==> config.mk <==
export PLATFORM = sky130hd
export DESIGN_NAME = opnd_addr_unit
export DESIGN_NICKNAME = d
export VERILOG_FILES = /design/src/rtl/oau_pkg.sv /design/src/rtl/oau_ctrl.sv /design/src/rtl/oau_dp.sv /design/src/rtl/opnd_addr_unit.sv
export SDC_FILE = /design/constraint.sdc
export NUM_CORES = 1
export LEC_CHECK = 0
export BUFFER_PORTS_ARGS = -buffer_cell sky130_fd_sc_hd__buf_4
export CORE_MARGIN = 1.5
export CORE_UTILIZATION = 40
export CTS_CLUSTER_SIZE = 14
export DETAILED_ROUTE_END_ITERATION = 8
export PLACE_DENSITY = 0.72
export SLEW_MARGIN = 20
export SYNTH_ARGS = -nofsm -noshare
export SYNTH_HDL_FRONTEND = slang
export SYNTH_SLANG_ARGS = --single-unit
export TNS_END_PERCENT = 5
==> constraint.sdc <==
create_clock -name clk -period 2.5 [get_ports clk]
set_clock_uncertainty 0.1 [all_clocks]
set_input_delay 0.5 -clock clk [delete_from_list [all_inputs] [get_ports clk]]
set_output_delay 0.5 -clock clk [all_outputs]
set_load 0.02 [all_outputs]
==> src/rtl/oau_pkg.sv <==
package oau_pkg;

  typedef enum logic [2:0] {
    MD_IMM  = 3'd0,
    MD_DIR  = 3'd1,
    MD_REG  = 3'd2,
    MD_IND  = 3'd3,
    MD_RIND = 3'd4,
    MD_IDX  = 3'd5,
    MD_BASE = 3'd6,
    MD_RSV  = 3'd7
  } modeT;

  typedef enum logic [2:0] {
    ST_IDLE,
    ST_REGRD,
    ST_RDPTR,
    ST_RDOP,
    ST_DONE
  } stateT;

  // strobes from the sequencer to the datapath
  typedef struct packed {
    logic ldInstr;
    logic opFromField;
    logic eaFromField;
    logic ptrFromField;
    logic opFromReg;
    logic ptrFromReg;
    logic eaFromSum;
    logic eaFromMem;
    logic opFromMem;
    logic selPtr;
  } ctrlStrobeT;

endpackage

==> src/rtl/oau_ctrl.sv <==
module oau_ctrl
  import oau_pkg::*;
(
  input  logic       clk,
  input  logic       rstN,
  input  logic       start,
  input  logic [2:0] modeIn,
  input  logic       memValid,
  output ctrlStrobeT stb,
  output logic       memReq,
  output logic       done,
  output logic       err,
  output logic       busy
);

  stateT state, nxt;
  modeT  modeQ;
  logic  errQ;

  always_comb begin
    stb    = '0;
    nxt    = state;
    memReq = 1'b0;
    case (state)
      ST_IDLE: begin
        if (start) begin
          stb.ldInstr = 1'b1;
          case (modeT'(modeIn))
            MD_IMM: begin stb.opFromField  = 1'b1; nxt = ST_DONE;  end
            MD_DIR: begin stb.eaFromField  = 1'b1; nxt = ST_RDOP;  end
            MD_IND: begin stb.ptrFromField = 1'b1; nxt = ST_RDPTR; end
            MD_RSV: nxt = ST_DONE;
            default: nxt = ST_REGRD;
          endcase
        end
      end
      ST_REGRD: begin
        case (modeQ)
          MD_REG:  begin stb.opFromReg  = 1'b1; nxt = ST_DONE;  end
          MD_RIND: begin stb.ptrFromReg = 1'b1; nxt = ST_RDPTR; end
          default: begin stb.eaFromSum  = 1'b1; nxt = ST_RDOP;  end
        endcase
      end
      ST_RDPTR: begin
        memReq     = 1'b1;
        stb.selPtr = 1'b1;
        if (memValid) begin
          stb.eaFromMem = 1'b1;
          nxt = ST_RDOP;
        end
      end
      ST_RDOP: begin
        memReq = 1'b1;
        if (memValid) begin
          stb.opFromMem = 1'b1;
          nxt = ST_DONE;
        end
      end
      ST_DONE: nxt = ST_IDLE;
      default: nxt = ST_IDLE;
    endcase
  end

  always_ff @(posedge clk) begin
    if (!rstN) begin
      state <= ST_IDLE;
      modeQ <= MD_IMM;
      errQ  <= 1'b0;
    end else begin
      state <= nxt;
      if (state == ST_IDLE && start) begin
        modeQ <= modeT'(modeIn);
        errQ  <= (modeT'(modeIn) == MD_RSV);
      end
    end
  end

  assign done = (state == ST_DONE);
  assign busy = (state != ST_IDLE);
  assign err  = errQ;


  single_done_chk: assert property (@(posedge clk) disable iff (!rstN)
    done |=> !done);


  err_with_done_chk: assert property (@(posedge clk) disable iff (!rstN)
    $rose(errQ) |-> done);


  no_mem_for_local_modes_chk: assert property (@(posedge clk) disable iff (!rstN)
    memReq |-> (modeQ inside {MD_DIR, MD_IND, MD_RIND, MD_IDX, MD_BASE}));

endmodule

==> src/rtl/oau_dp.sv <==
module oau_dp
  import oau_pkg::*;
#(
  parameter int REG_AW = 4,
  parameter int MEM_AW = 12,
  parameter int DATA_W = 16
) (
  input  logic              clk,
  input  logic              rstN,
  input  ctrlStrobeT        stb,
  input  logic [REG_AW-1:0] regSelIn,
  input  logic [MEM_AW-1:0] fieldIn,
  input  logic [DATA_W-1:0] regData,
  input  logic [DATA_W-1:0] memData,
  output logic [REG_AW-1:0] regAddr,
  output logic [MEM_AW-1:0] memAddr,
  output logic [MEM_AW-1:0] eaOut,
  output logic [DATA_W-1:0] opOut
);

  logic [REG_AW-1:0] regSelQ;
  logic [MEM_AW-1:0] fieldQ;
  logic [MEM_AW-1:0] ptrQ;
  logic [MEM_AW-1:0] eaQ;
  logic [DATA_W-1:0] opQ;
  logic [MEM_AW-1:0] eaSum;

  // modulo 2**MEM_AW by truncation
  assign eaSum = fieldQ + regData[MEM_AW-1:0];

  always_ff @(posedge clk) begin
    if (!rstN) begin
      regSelQ <= '0;
      fieldQ  <= '0;
      ptrQ    <= '0;
      eaQ     <= '0;
      opQ     <= '0;
    end else if (stb.ldInstr) begin
      regSelQ <= regSelIn;
      fieldQ  <= fieldIn;
      eaQ     <= stb.eaFromField  ? fieldIn : '0;
      opQ     <= stb.opFromField  ? DATA_W'(fieldIn) : '0;
      if (stb.ptrFromField) ptrQ <= fieldIn;
    end else begin
      if (stb.opFromReg)  opQ  <= regData;
      if (stb.ptrFromReg) ptrQ <= regData[MEM_AW-1:0];
      if (stb.eaFromSum)  eaQ  <= eaSum;
      if (stb.eaFromMem)  eaQ  <= memData[MEM_AW-1:0];
      if (stb.opFromMem)  opQ  <= memData;
    end
  end

  assign regAddr = regSelQ;
  assign memAddr = stb.selPtr ? ptrQ : eaQ;
  assign eaOut   = eaQ;
  assign opOut   = opQ;

endmodule

==> src/rtl/opnd_addr_unit.sv <==
module opnd_addr_unit
  import oau_pkg::*;
#(
  parameter int REG_AW = 4,
  parameter int MEM_AW = 12,
  parameter int DATA_W = 16
) (
  input  logic              clk,
  input  logic              rstN,
  input  logic              start,
  input  logic [2:0]        modeIn,
  input  logic [REG_AW-1:0] regSelIn,
  input  logic [MEM_AW-1:0] fieldIn,
  output logic [REG_AW-1:0] regAddr,
  input  logic [DATA_W-1:0] regData,
  output logic              memReq,
  output logic [MEM_AW-1:0] memAddr,
  input  logic              memValid,
  input  logic [DATA_W-1:0] memData,
  output logic              done,
  output logic              err,
  output logic [MEM_AW-1:0] eaOut,
  output logic [DATA_W-1:0] opOut
);

  ctrlStrobeT stb;
  logic       busy;

  oau_ctrl ctrl_i (
    .clk      (clk),
    .rstN     (rstN),
    .start    (start),
    .modeIn   (modeIn),
    .memValid (memValid),
    .stb      (stb),
    .memReq   (memReq),
    .done     (done),
    .err      (err),
    .busy     (busy)
  );

  oau_dp #(
    .REG_AW (REG_AW),
    .MEM_AW (MEM_AW),
    .DATA_W (DATA_W)
  ) dp_i (
    .clk      (clk),
    .rstN     (rstN),
    .stb      (stb),
    .regSelIn (regSelIn),
    .fieldIn  (fieldIn),
    .regData  (regData),
    .memData  (memData),
    .regAddr  (regAddr),
    .memAddr  (memAddr),
    .eaOut    (eaOut),
    .opOut    (opOut)
  );


  req_held_chk: assert property (@(posedge clk) disable iff (!rstN)
    (memReq && !memValid) |=> (memReq && $stable(memAddr)));


  result_hold_chk: assert property (@(posedge clk) disable iff (!rstN)
    (!busy && !start) |=> ($stable(eaOut) && $stable(opOut) && $stable(err)));

endmodule

==> flow_metrics.env <==
export IMPL_worstSetupStartpointType="register"
export IMPL_whs_path_depth=3
export IMPL_clockPowerShare=0.213
export IMPL_power_share_sequential=0.329
export IMPL_yosysWarnings=0
export IMPL_antenna_cells=0
export IMPL_finalHoldViolCount=0
export IMPL_ios=102
export IMPL_synth_area_top_cells="dfxtp_1, nand2_1, a21oi_1"
export IMPL_wirelength_um=10800
export IMPL_post_route_period_util=0.976
export IMPL_hpwl_um=8170
export IMPL_hold_path_endpoint="dp_i.regAddr[0]"
export IMPL_ctsHtreeMaxLevel=3
export IMPL_arrival_ns=1.84
export IMPL_p_sw_mw=1.63
export IMPL_clk_pin_slew_worst_paths_ns=0.07
export IMPL_async_flop_share=0
export IMPL_antenna_found_initial=0
export IMPL_fin_area_um2=4700
export IMPL_place_gp_congestion=0.885
export IMPL_yosysSeqAreaShare=0.351
export IMPL_overflow=0
export IMPL_firstDrtPassIters=5
export IMPL_cp_slowest_cell="dfxtp_1"
export IMPL_finalCriticalPeriod_ns=2.44
export IMPL_clock_sinks=63
export IMPL_die_area_um2=9560
export IMPL_clk_latency_ns=0.35
export IMPL_end_kind="primary output"
export IMPL_min_delay_start="regSelIn[0]"
export IMPL_viasPerCell=5.45
export IMPL_drc=0
export IMPL_r2r_slack_ns=0.31
export IMPL_worst_pin_slew_ns=0.686
export IMPL_finalSetupViolCount=0
export IMPL_netlist_area_um2=3590
export IMPL_max_cap_viol_count=0
export IMPL_power_leakage_nw=2.21
export IMPL_path_class="reg2out"
export IMPL_grt_first_pass_wirelength_um=17200
export IMPL_tritoncts="built"
export IMPL_synth_avg_cell_area_um2=7.86
export IMPL_areaGrowthSynthToFinish_pct=30.7
export IMPL_yosysUniqueCellTypes=50
export IMPL_coreArea_um2=8720
export IMPL_peakVddDrop_uv=598
export IMPL_grt_max_degree=45
export IMPL_ys_top_cells_by_count="nand2_1, dfxtp_1, a21oi_1, o21ai_0"
export IMPL_r2r_start="ctrl_i.state[1]"
export IMPL_cts_made_buffers=9
export IMPL_crit_required_ns=1.90
export IMPL_final_nets=627
export IMPL_comb_power_share=0.459
export IMPL_hold_class="in2reg"
export IMPL_routed_via_count=3667
export IMPL_cts_root_buf="clkbuf_8"
export IMPL_r2r_end="dp_i.ptrQ[9]"
export IMPL_first_iter_violations=236
export IMPL_path_max_fanout=9
export IMPL_switching_share=0.396
export IMPL_power_per_cell_area_nw_per_um2=876
export IMPL_ant_nets=0
export IMPL_grt_usage=0.226
export IMPL_maxSlewViolCount=0
export IMPL_start_util=0.412
export IMPL_setup_ws_ns=0.0603
export IMPL_crit_chain="buf_4 -> nor3b_2 -> buf_4 -> mux2_2 -> buf_4"
export IMPL_max_freq_mhz=410
export IMPL_place_ws_ns=0.0113
export IMPL_intPower_mw=2.49
export IMPL_die_width_um=97.8
export IMPL_p_total_mw=4.11
export IMPL_netlist_instances=457
export IMPL_clock_path_buffers=2
export IMPL_cp_slowest_stage_delay_ns=0.35
export IMPL_fp_dieH_um=97.8
export IMPL_relSlewSlack=0.541
export IMPL_placed_cell_area_um2=4500
export IMPL_setup_tns_ns=0
export IMPL_synth_largest_area_cell="dfxtp_1"
export IMPL_ys_ff_latch=63
export IMPL_drive_gt1_frac=0.267
export IMPL_post_drt_wl_per_cell_um=16.0
export IMPL_status="finished, final reports clean"
export IMPL_synth_most_common_cell="nand2_1"
export IMPL_startpoint="ctrl_i.state[0]"
export IMPL_synth_edf_count=0
export IMPL_syn_num_nets=524
export IMPL_synth_top_area_frac=0.351
export IMPL_synth_main_ff_cell="dfxtp_1"
export IMPL_portBuffers=101
export IMPL_grt_pass1_vias=3394
export IMPL_rr_worst_depth=5
export IMPL_rsz0062_at_grt="no"
export IMPL_rows=34
export IMPL_worst_path_most_repeated_cell="buf_4"
==> cell usage in the layout, fill, tap and decap left out, types with 2 or more instances in the layout <==
master,count
a211oi_1,7
a21boi_0,22
a21boi_1,2
a21o_1,2
a21oi_1,37
a221oi_1,4
a2bb2oi_1,2
a31oi_1,2
and2_1,2
and3_1,3
buf_4,120
clkbuf_1,2
clkbuf_8,10
clkinv_2,3
dfxtp_1,62
ha_1,11
inv_1,8
mux2_2,12
mux2i_1,7
nand2_1,113
nand2b_1,3
nand3_1,17
nor2_1,22
nor2b_1,4
nor3_1,2
nor3b_1,3
o2111ai_1,3
o211a_1,12
o21a_1,4
o21ai_0,30
o21ai_1,5
xnor2_1,7
xor2_1,2
==> power by group through the flow <==
stage          Sequential, mW  Combinational (mW)  Clock [mW]
5_1_grt                  1.38                2.06       0.946
3_5_place_dp             1.37                1.87           0
2_1_floorplan            1.46                1.06           0
4_1_cts                  1.35                1.88       0.907
6_report                 1.35                1.89       0.875
3_3_place_gp             1.36                1.85           0
==> layout make-up <==
class / instances / area, um^2
Inverter: 8 / 30.0
Multi-Input combinational cell: 358 / 2180
Sequential cell: 63 / 1260
Clock inverter: 4 / 45.0
Timing Repair Buffer: 120 / 901
Tap cell: 108 / 135
Clock buffer: 12 / 145
Fill cell: 828 / 4030
==> through the flow <==
step,instances,util,hold slack [ns]
final,673,0.538,0.309
after detailed placement,657,0.516,0.344
after CTS,673,0.538,0.296
after global placement,657,0.516,0.339
after global routing,673,0.538,0.321
after floorplan,457,-,0.347
==> repair_timing <==
item | in CTS | in global routing
endpoints found under the setup margin | 0 | 9
gates resized for setup | 0 | 1
hold buffers | 0 | 0
buffers inserted | 0 | 0
==> worst max path at each step <==
stage	depth (start not counted)	slack (ns)	end
2_1_floorplan	9	0.32	dp_i.eaOut[8]
5_1_grt	5	0.02	memAddr[7]
3_5_place_dp	8	0.01	dp_i.eaOut[11]
6_report	5	0.06	memAddr[7]
4_1_cts	4	0.01	memAddr[7]
3_3_place_gp	10	0.12	dp_i.eaOut[8]
==> critical path: cells and delay by family (launching register included) <==
family                 cells  cell delay, ns
buffers and inverters      3            0.57
flip-flops                 1            0.35
multiplexers               1            0.35
AND/OR/NAND/NOR            1            0.22
==> logic make-up after synthesis <==
| group | count (synthesis) | share of synthesized area |
|---|---|---|
| AO/OA/AOI/OAI | 141 | 0.261 |
| XOR/XNOR | 9 | 0.0219 |
| adder cells (fa/ha/maj) | 12 | 0.0439 |
| buffers and inverters | 36 | 0.0470 |
| flip-flops | 63 | 0.351 |
| multiplexers | 19 | 0.0571 |
| AND/OR/NAND/NOR | 177 | 0.218 |
==> routing by layer <==
metal  part of all wire  global-route usage  up-vias  wire length, um
met5                  0                   0        -                0
met4              0.026              0.0945        0              284
met3              0.070              0.0494       27              755
met2               0.46               0.365      173             4950
met1               0.44               0.293     1652             4770
li1                   -                   -     1815                -
==> state kept, by name, summed over array words and instances (netlist names) <==
register,cells
ctrl_i.err,1
ctrl_i.modeQ,3
ctrl_i.state,3
dp_i.eaOut,12
dp_i.fieldQ,12
dp_i.opOut,16
dp_i.ptrQ,12
dp_i.regAddr,4
(Power assumes the default switching activity.)
